File: src/rtl/sr2w_pkg.sv
package sr2w_pkg;
  localparam int BYTE_W = 8;
  localparam int BIT_IDX_W = $clog2(BYTE_W);
  localparam logic [BYTE_W-1:0] OP_WREN   = 8'h06;
  localparam logic [BYTE_W-1:0] OP_WRSR2  = 8'h31;
  localparam logic [BYTE_W-1:0] OP_FREEZE = 8'h34;

  typedef struct packed {
    logic setWel;
    logic clrWel;
    logic ldRste;
    logic ldSle;
    logic setFreeze;
  } strobe_t;
endpackage

File: src/rtl/sr2w_datapath.sv
module sr2w_datapath
  import sr2w_pkg::*;
#(
  parameter int RSTE_POS = 4,
  parameter int SLE_POS  = 3
) (
  input  logic              clk,
  input  logic              rst,
  input  logic              csN,
  input  logic              sck,
  input  logic              si,
  input  strobe_t           strb,
  output logic              endFrame,
  output logic              aligned,
  output logic [1:0]        byteCnt,
  output logic [BYTE_W-1:0] opcode,
  output logic [BYTE_W-1:0] dataByte,
  output logic              writeEn,
  output logic              resetEn,
  output logic              lockEn,
  output logic              lockFrozen
);
  logic                 sckQ;
  logic                 csQ;
  logic                 sckRise;
  logic [BIT_IDX_W-1:0] bitIdx;
  logic [BYTE_W-1:0]    shiftReg;
  logic [BYTE_W-1:0]    nextByte;

  // edges seen while chip select is high are dropped
  assign sckRise  = sck & ~sckQ & ~csN;
  assign endFrame = csN & ~csQ;
  assign aligned  = (bitIdx == '0);
  assign nextByte = {shiftReg[BYTE_W-2:0], si};

  always_ff @(posedge clk) begin
    if (rst) begin
      sckQ     <= 1'b0;
      csQ      <= 1'b1;
      bitIdx   <= '0;
      byteCnt  <= '0;
      shiftReg <= '0;
      opcode   <= '0;
      dataByte <= '0;
    end else begin
      sckQ <= sck;
      csQ  <= csN;
      if (csN) begin
        bitIdx  <= '0;
        byteCnt <= '0;
      end else if (sckRise) begin
        shiftReg <= nextByte;
        bitIdx   <= bitIdx + 1'b1;
        if (bitIdx == BIT_IDX_W'(BYTE_W - 1)) begin
          if (byteCnt == 2'd0) opcode <= nextByte;
          if (byteCnt == 2'd1) dataByte <= nextByte;
          if (byteCnt != 2'd2) byteCnt <= byteCnt + 2'd1;
        end
      end
    end
  end

  always_ff @(posedge clk) begin
    if (rst) begin
      writeEn    <= 1'b0;
      resetEn    <= 1'b0;
      lockEn     <= 1'b0;
      lockFrozen <= 1'b0;
    end else begin
      if (strb.setWel)         writeEn <= 1'b1;
      else if (strb.clrWel)    writeEn <= 1'b0;
      if (strb.ldRste)         resetEn <= dataByte[RSTE_POS];
      if (strb.ldSle)          lockEn  <= dataByte[SLE_POS];
      if (strb.setFreeze)      lockFrozen <= 1'b1;
    end
  end

  AST_MIDFRAME_STABLE: assert property (@(posedge clk) disable iff (rst)
    !endFrame |=> $stable(resetEn) && $stable(lockEn));
  AST_FREEZE_STICKY: assert property (@(posedge clk) disable iff (rst)
    lockFrozen |=> lockFrozen);
  AST_FROZEN_LOCK_HOLDS: assert property (@(posedge clk) disable iff (rst)
    lockFrozen |=> $stable(lockEn));
  AST_FREEZE_CONSUMES_WEL: assert property (@(posedge clk) disable iff (rst)
    $rose(lockFrozen) |-> $past(writeEn) && !writeEn);
endmodule

File: src/rtl/sr2w_ctrl.sv
module sr2w_ctrl
  import sr2w_pkg::*;
(
  input  logic              clk,
  input  logic              rst,
  input  logic              endFrame,
  input  logic              aligned,
  input  logic [1:0]        byteCnt,
  input  logic [BYTE_W-1:0] opcode,
  input  logic              writeEn,
  input  logic              lockFrozen,
  output strobe_t           strb
);
  logic opValid;
  logic isWren;
  logic isWrite;
  logic isFreeze;

  assign opValid  = endFrame && (byteCnt != 2'd0);
  assign isWren   = (opcode == OP_WREN);
  assign isWrite  = (opcode == OP_WRSR2);
  assign isFreeze = (opcode == OP_FREEZE);

  always_comb begin
    strb = '0;
    if (opValid) begin
      if (isWren && aligned) begin
        strb.setWel = 1'b1;
      end
      if (isFreeze && writeEn) begin
        strb.clrWel    = 1'b1;
        strb.setFreeze = aligned;
      end
      if (isWrite && writeEn) begin
        strb.clrWel = 1'b1;
        if (aligned && byteCnt == 2'd2) begin
          strb.ldRste = 1'b1;
          strb.ldSle  = !lockFrozen;
        end
      end
    end
  end

  AST_WEL_DROPS: assert property (@(posedge clk) disable iff (rst)
    (opValid && isWrite && writeEn) |=> !writeEn);
  AST_LOAD_NEEDS_WEL: assert property (@(posedge clk) disable iff (rst)
    strb.ldRste |-> writeEn && endFrame);
  AST_SHORT_FRAME_IDLE: assert property (@(posedge clk) disable iff (rst)
    (endFrame && byteCnt == 2'd0) |-> strb == '0);
endmodule

File: src/rtl/sflash_sr2_writer.sv
module sflash_sr2_writer
  import sr2w_pkg::*;
#(
  parameter int RSTE_POS = 4,
  parameter int SLE_POS  = 3
) (
  input  logic clk,
  input  logic rst,
  input  logic csN,
  input  logic sck,
  input  logic si,
  output logic soOe,
  output logic writeEn,
  output logic resetEn,
  output logic lockEn,
  output logic lockFrozen
);
  strobe_t           strb;
  logic              endFrame;
  logic              aligned;
  logic [1:0]        byteCnt;
  logic [BYTE_W-1:0] opcode;
  logic [BYTE_W-1:0] dataByte;

  assign soOe = 1'b0;

  sr2w_datapath #(.RSTE_POS(RSTE_POS), .SLE_POS(SLE_POS)) u_dp (
    .clk(clk), .rst(rst), .csN(csN), .sck(sck), .si(si), .strb(strb),
    .endFrame(endFrame), .aligned(aligned), .byteCnt(byteCnt),
    .opcode(opcode), .dataByte(dataByte), .writeEn(writeEn),
    .resetEn(resetEn), .lockEn(lockEn), .lockFrozen(lockFrozen)
  );

  sr2w_ctrl u_ctrl (
    .clk(clk), .rst(rst), .endFrame(endFrame), .aligned(aligned),
    .byteCnt(byteCnt), .opcode(opcode), .writeEn(writeEn),
    .lockFrozen(lockFrozen), .strb(strb)
  );
endmodule

File: config.mk
export PLATFORM = sky130hd
export DESIGN_NAME = sflash_sr2_writer
export DESIGN_NICKNAME = d
export VERILOG_FILES = /design/src/rtl/sr2w_pkg.sv /design/src/rtl/sr2w_datapath.sv /design/src/rtl/sr2w_ctrl.sv /design/src/rtl/sflash_sr2_writer.sv
export SDC_FILE = /design/constraint.sdc
export NUM_CORES = 1
export LEC_CHECK = 0
export BUFFER_PORTS_ARGS = -buffer_cell sky130_fd_sc_hd__buf_2
export CORE_MARGIN = 5
export CORE_UTILIZATION = 38
export DETAILED_ROUTE_END_ITERATION = 12
export HOLD_SLACK_MARGIN = 0.12
export PLACE_DENSITY = 0.63
export SETUP_SLACK_MARGIN = 0.3
export SLEW_MARGIN = 40
export SYNTH_ARGS = -nofsm -noshare
export SYNTH_HDL_FRONTEND = slang
export SYNTH_SLANG_ARGS = --single-unit
File: constraint.sdc
create_clock -name clk -period 4.9 [get_ports clk]
set_input_delay 0.98 -clock clk [delete_from_list [all_inputs] [get_ports clk]]
set_output_delay 0.98 -clock clk [all_outputs]
set_load 0.01 [all_outputs]
Yosys cells after proc, flatten, opt, wreduce, memory -nomap -nowiden --
Index checks and enable logic that the tools add are counted.
Operators by class: bitwise logic cells 6, equality and inequality tests 7, add/subtract/negate cells 2, mux-type cells 8, reduce and logical (&&, ||, !) cells 15
Operator list (count):
- equality test 8 x 6 -> 1 bit, second input constant | 2
- equality test 8 x 3 -> 1 bit, second input constant | 1
- AND reduction 4 bit | 2
- logical AND 1 bit | 5
- two-way mux 1 bit | 5
- two-way mux 5 bit | 1
- nonzero test 2 bit | 2
- adder 3 x 1 -> 3 bit, second input constant | 1
- AND 1 bit | 3
- equality test 3 bit, second input constant | 1
- zero test 3 bit | 1
- two-way mux 3 bit | 1
- NOT 1 bit | 3
- AND reduction 3 bit | 1
- adder 2 x 1 -> 2 bit, second input constant | 1
- equality test 2 x 1 -> 1 bit, second input constant | 1
- equality test 2 bit, second input constant | 1
- zero test 2 bit | 1
- two-way mux 2 bit | 1
- inequality test 2 bit, second input constant | 1
- AND reduction 2 bit | 1
- OR reduction 2 bit | 1
- zero test 1 bit | 1
Storage, ports and cells: word-level logic and storage cells 49, output and inout port bits 5, input port bits 5, flip-flop bits (word level) 31

Longest topological paths before layout --
depth after elaboration 7, gate-level depth with buffers 6, mapped depth without buffers 6

Modules after synthesis --
A second synthesis with hierarchy kept.
Unflattened totals: cells, all modules 169, area, all modules 1546.5 um2
By module, submodules not included:
- sr2w_datapath | cells each 149, instances 1, area an instance 1421.4 um2, seq. area each 680.7 um2
- sr2w_ctrl | cells each 18, instances 1, area an instance 113.9 um2, seq. area each 0.0 um2
- sflash_sr2_writer | cells each 2, instances 1, area an instance 11.3 um2, seq. area each 0.0 um2

Worst setup path after synthesis --
No wires, ideal clock.
path kind input port to flip-flop, start input port csN, end register u_dp.opcode[0], stages on the path 5, path slack 2.766 ns, data arrival time 2.006 ns, library setup time 0.128 ns, path through nor3b_1 > buf_2 > nand3_1 > mux2i_1 > nor2_1
On the way: cells in the longest elaborated chain, start to end 3
RTL lines:
- start, declared | RTL line sflash_sr2_writer.sv:9 | input logic csN,
- NOT 1 bit (*) | RTL line sr2w_datapath.sv:31 | assign sckRise = sck & ~sckQ & ~csN;
- AND 1 bit | RTL line sr2w_datapath.sv:31
- AND reduction 4 bit (no line) (*)
- end signal, assigned | RTL line sr2w_datapath.sv:55 | if (byteCnt == 2'd0) opcode <= nextByte;
- end, declared | RTL line sr2w_datapath.sv:16 | output logic [BYTE_W-1:0] opcode,
Every way passes the cells marked *; elsewhere a longest branch is shown, timed or not. A chain may end at the register's enable or synchronous reset.

Worst setup path in the final report --
start input port csN, end register u_dp.opcode[5]
Same word-level chain as after synthesis.

==> summary.txt <==
Run status
  – Status: complete, no violations

Floorplanning
  – Core footprint: 3030 sq um
  – Die X: 66.0 microns
  – Initial core utilization: 0.394
  – FP Rows: 20
  – IO Count: 10
  – Die Y: 66.0 microns
  – Die Area: 4360 sq um

Cells and area
  – Final #Nets: 141
  – Fin area: 1330 sq um
  – Layout Area Growth over Synthesis: 11.0%
  – Fillers: 297
  – Layout cells sized above 1: 0.132
  – Antenna cells: 0

STA
  – RSZ-0062 raised after global routing: no
  – Final hold vios: 0
  – Final clock skew: 0.00201 ns
  – Max Freq: 500 MHz
  – Relative slew slack: 0.651
  – Final setup vio count: 0
  – Final worst path period share: 0.408
  – Worst Tran Pin Value: 0.516 ns
  – Fin Setup TNS: 0 ns
  – Final max-slew violation count: 0
  – Minimum clock period: 2.00 ns

Synthesis
  – Synth Instances: 121
  – #FFs+latches synth: 28
  – Post-synth top cells: dfxtp_1 (28), nor2_1 (24), mux2i_1 (19), ha_1 (6)
  – Synth Area in Compound Gates: 0.0419
  – Cell taking the most area after synthesis: dfxtp_1
  – Count of flip-flops with a built-in enable after synthesis: 0
  – Post-Synth XOR/XNOR Area: 0.0220
  – Synthesized area per cell: 9.86 sq um
  – Adder-cell share of the synthesized area: 0.0629
  – Synthesized area: 1190 sq um
  – Syn. warnings: 0
  – Top_reg_cell synth: dfxtp_1
  – Largest family of logic cells by synthesized area: simple AND/OR/NAND/NOR gates
  – Async SR Flop Fraction: 0
  – Synth top area cells: dfxtp_1 (47%), mux2i_1 (16%), nor2_1 (7.5%), ha_1 (6.3%), xnor2_1 (2.2%)
  – Post-Synth Simple-Gate Area: 0.205
  – Synth cell types: 30
  – Mux cell area share after synthesis: 0.159
  – Post-synth top area share: 0.470
  – Most frequent cell after synthesis: dfxtp_1
  – Synth Net Count: 132
  – Sequential share of the synthesized area: 0.470

Clock network
  – H-tree lvl count: 1
  – Inserted Clock Buffers: 3
  – Clock slew at reported path FFs: 0.15 ns
  – CTS max path bufs: 2
  – Clock tree from TritonCTS: yes
  – CTS root buffer: clkbuf_4
  – Cts hold-fix bufs: 0
  – CTS sink count: 28
  – Clk Latency, worst-skew pair: 0.33 ns
  – Postcts setup bufs: 0
  – Post_cts resized: 0

Global routing
  – GRT Overall Usage: 0.107
  – Initial antenna violation count: 0
  – Wire length of the first global-routing pass: 3590 microns
  – Grt ovf: 0
  – Pin count of the biggest net entering global routing: 24
  – Number of global-route vias before repair: 808

Power and ir drop
  – Pwr dens: 298 nW/um^2
  – P_leak: 0.000559 uW
  – Peak supply drop: 0.202 mV

Min path
  – Hold Path End: u_dp.lockEn
  – Worst hold path depth: 2
  – Start point of the worst hold path: u_dp.lockEn
  – Hold Path Class: register to register

Setup path
  – CP arrival: 2.22 ns
  – Worst Setup End Kind: register
  – CP startpoint kind: input pin
  – R2R depth: 6
  – Crit Reg-Reg Endpoint: u_dp.lockEn
  – Slowest CP cell: nand3_1
  – Critical path type: input pin to register
  – CP Data Required Time: 5.12 ns
  – Worst-path cell chain: buf_2 > nor3b_1 > buf_4 > nand3_1 > mux2i_1 > nor2_1
  – Worst r2r src: u_dp.byteCnt[0]
  – Critical Path Fanout Max: 10
  – Slowest stage delay, CP: 0.39 ns
  – Worst R2R Setup Slack: 3.01 ns

Detailed routing
  – Initial DRT Pass Iterations: 2
  – DR WL/cell: 11.7 microns
  – Detailed Route WL: 2020 microns
  – Routed Antenna Nets: 0
  – Drt drc: 0
  – DR vias/cell: 4.83
  – Vias: 835
  – DRT iter0 DRCs: 17

Place
  – Gpl congestion: 0.753
  – Post-DP Area: 1270 sq um
  – Number of port buffers: 8
  – Hpwl dp: 1500 microns

Job
  – Max-cap viol count: 0
-- cell families (layout without fill, tap and decap cells) --
family / after synthesis / in the layout
AO/OA/AOI/OAI: 8 / 8
multiplexers: 19 / 19
XOR/XNOR: 3 / 3
adder cells (fa/ha/maj): 6 / 6
flip-flops: 28 / 28
other: 1 / 1
buffers and inverters: 10 / 18
AND/OR/NAND/NOR: 46 / 46
-- stage by stage --
step / cells / utilization / power [uW] / hold slack, ns / setup WS (ns)
after floorplan: 121 / - / 246 / 0.443 / 2.77
after global placement: 169 / 0.420 / 250 / 0.455 / 2.57
after detailed placement: 169 / 0.420 / 250 / 0.464 / 2.52
after CTS: 173 / 0.438 / 399 / 0.486 / 2.91
after global routing: 173 / 0.438 / 413 / 0.504 / 2.84
final: 173 / 0.438 / 395 / 0.484 / 2.90
-- placed cells by master (no fill, tap or decap), types with 2 or more instances in the layout --
cell type / n
a21oi_1: 5
nor2_1: 24
clkbuf_4: 3
nor4b_1: 2
nand3_1: 3
dfxtp_1: 28
ha_1: 6
mux2i_1: 19
xnor2_1: 3
inv_1: 5
nor2b_1: 2
or3_1: 2
buf_2: 8
nand2_1: 2
-- power breakdown --
group	leakage (uW)	internal, uW	total, uW	switching (uW)
Clock	0.0000279	82.7	150	67.5
Sequential	0.000226	230	231	1.16
Combinational	0.000304	5.68	14.4	8.70
-- critical path, delay by kind of cell --
family | cells | cell delay [ns]
muxes | 1 | 0.28
buffers and inverters | 2 | 0.33
and+or+nand+nor | 3 | 0.63
-- routing by layer --
layer,track usage,up-vias,share of wire
met5,0,-,0
met4,0.0305,0,0.0094
met3,0.0391,2,0.048
met2,0.176,11,0.44
met1,0.131,399,0.50
li1,-,423,-
-- worst max-delay path by stage --
stage	from	to	slack (ns)	cells past startpoint
3_3_place_gp	csN	u_dp.opcode[6]	2.57	6
6_report	csN	u_dp.opcode[5]	2.90	6
2_1_floorplan	csN	u_dp.opcode[0]	2.77	5
5_1_grt	csN	u_dp.opcode[5]	2.84	6
3_5_place_dp	csN	u_dp.opcode[0]	2.52	6
4_1_cts	csN	u_dp.opcode[5]	2.91	6
-- area by class of cell --
type	count	area [sq um]	area share
Inverter	5	18.8	0.0142
Multi-Input combinational cell	83	591	0.446
Sequential cell	28	561	0.423
Clock buffer	3	22.5	0.0170
Timing Repair Buffer	9	47.5	0.0359
Tap cell	44	55.1	0.0415
Clock inverter	1	30.0	0.0227
-- sequential cells by signal, summed over array words and instances, names as in the netlist --
name,count
u_dp.sckQ,1
u_dp.opcode,8
u_dp.csQ,1
u_dp.writeEn,1
u_dp.resetEn,1
u_dp.dataByte,2
u_dp.lockEn,1
u_dp.shiftReg,7
u_dp.lockFrozen,1
u_dp.bitIdx,3
u_dp.byteCnt,2
No activity file was read; power rests on OpenSTA's default activity.
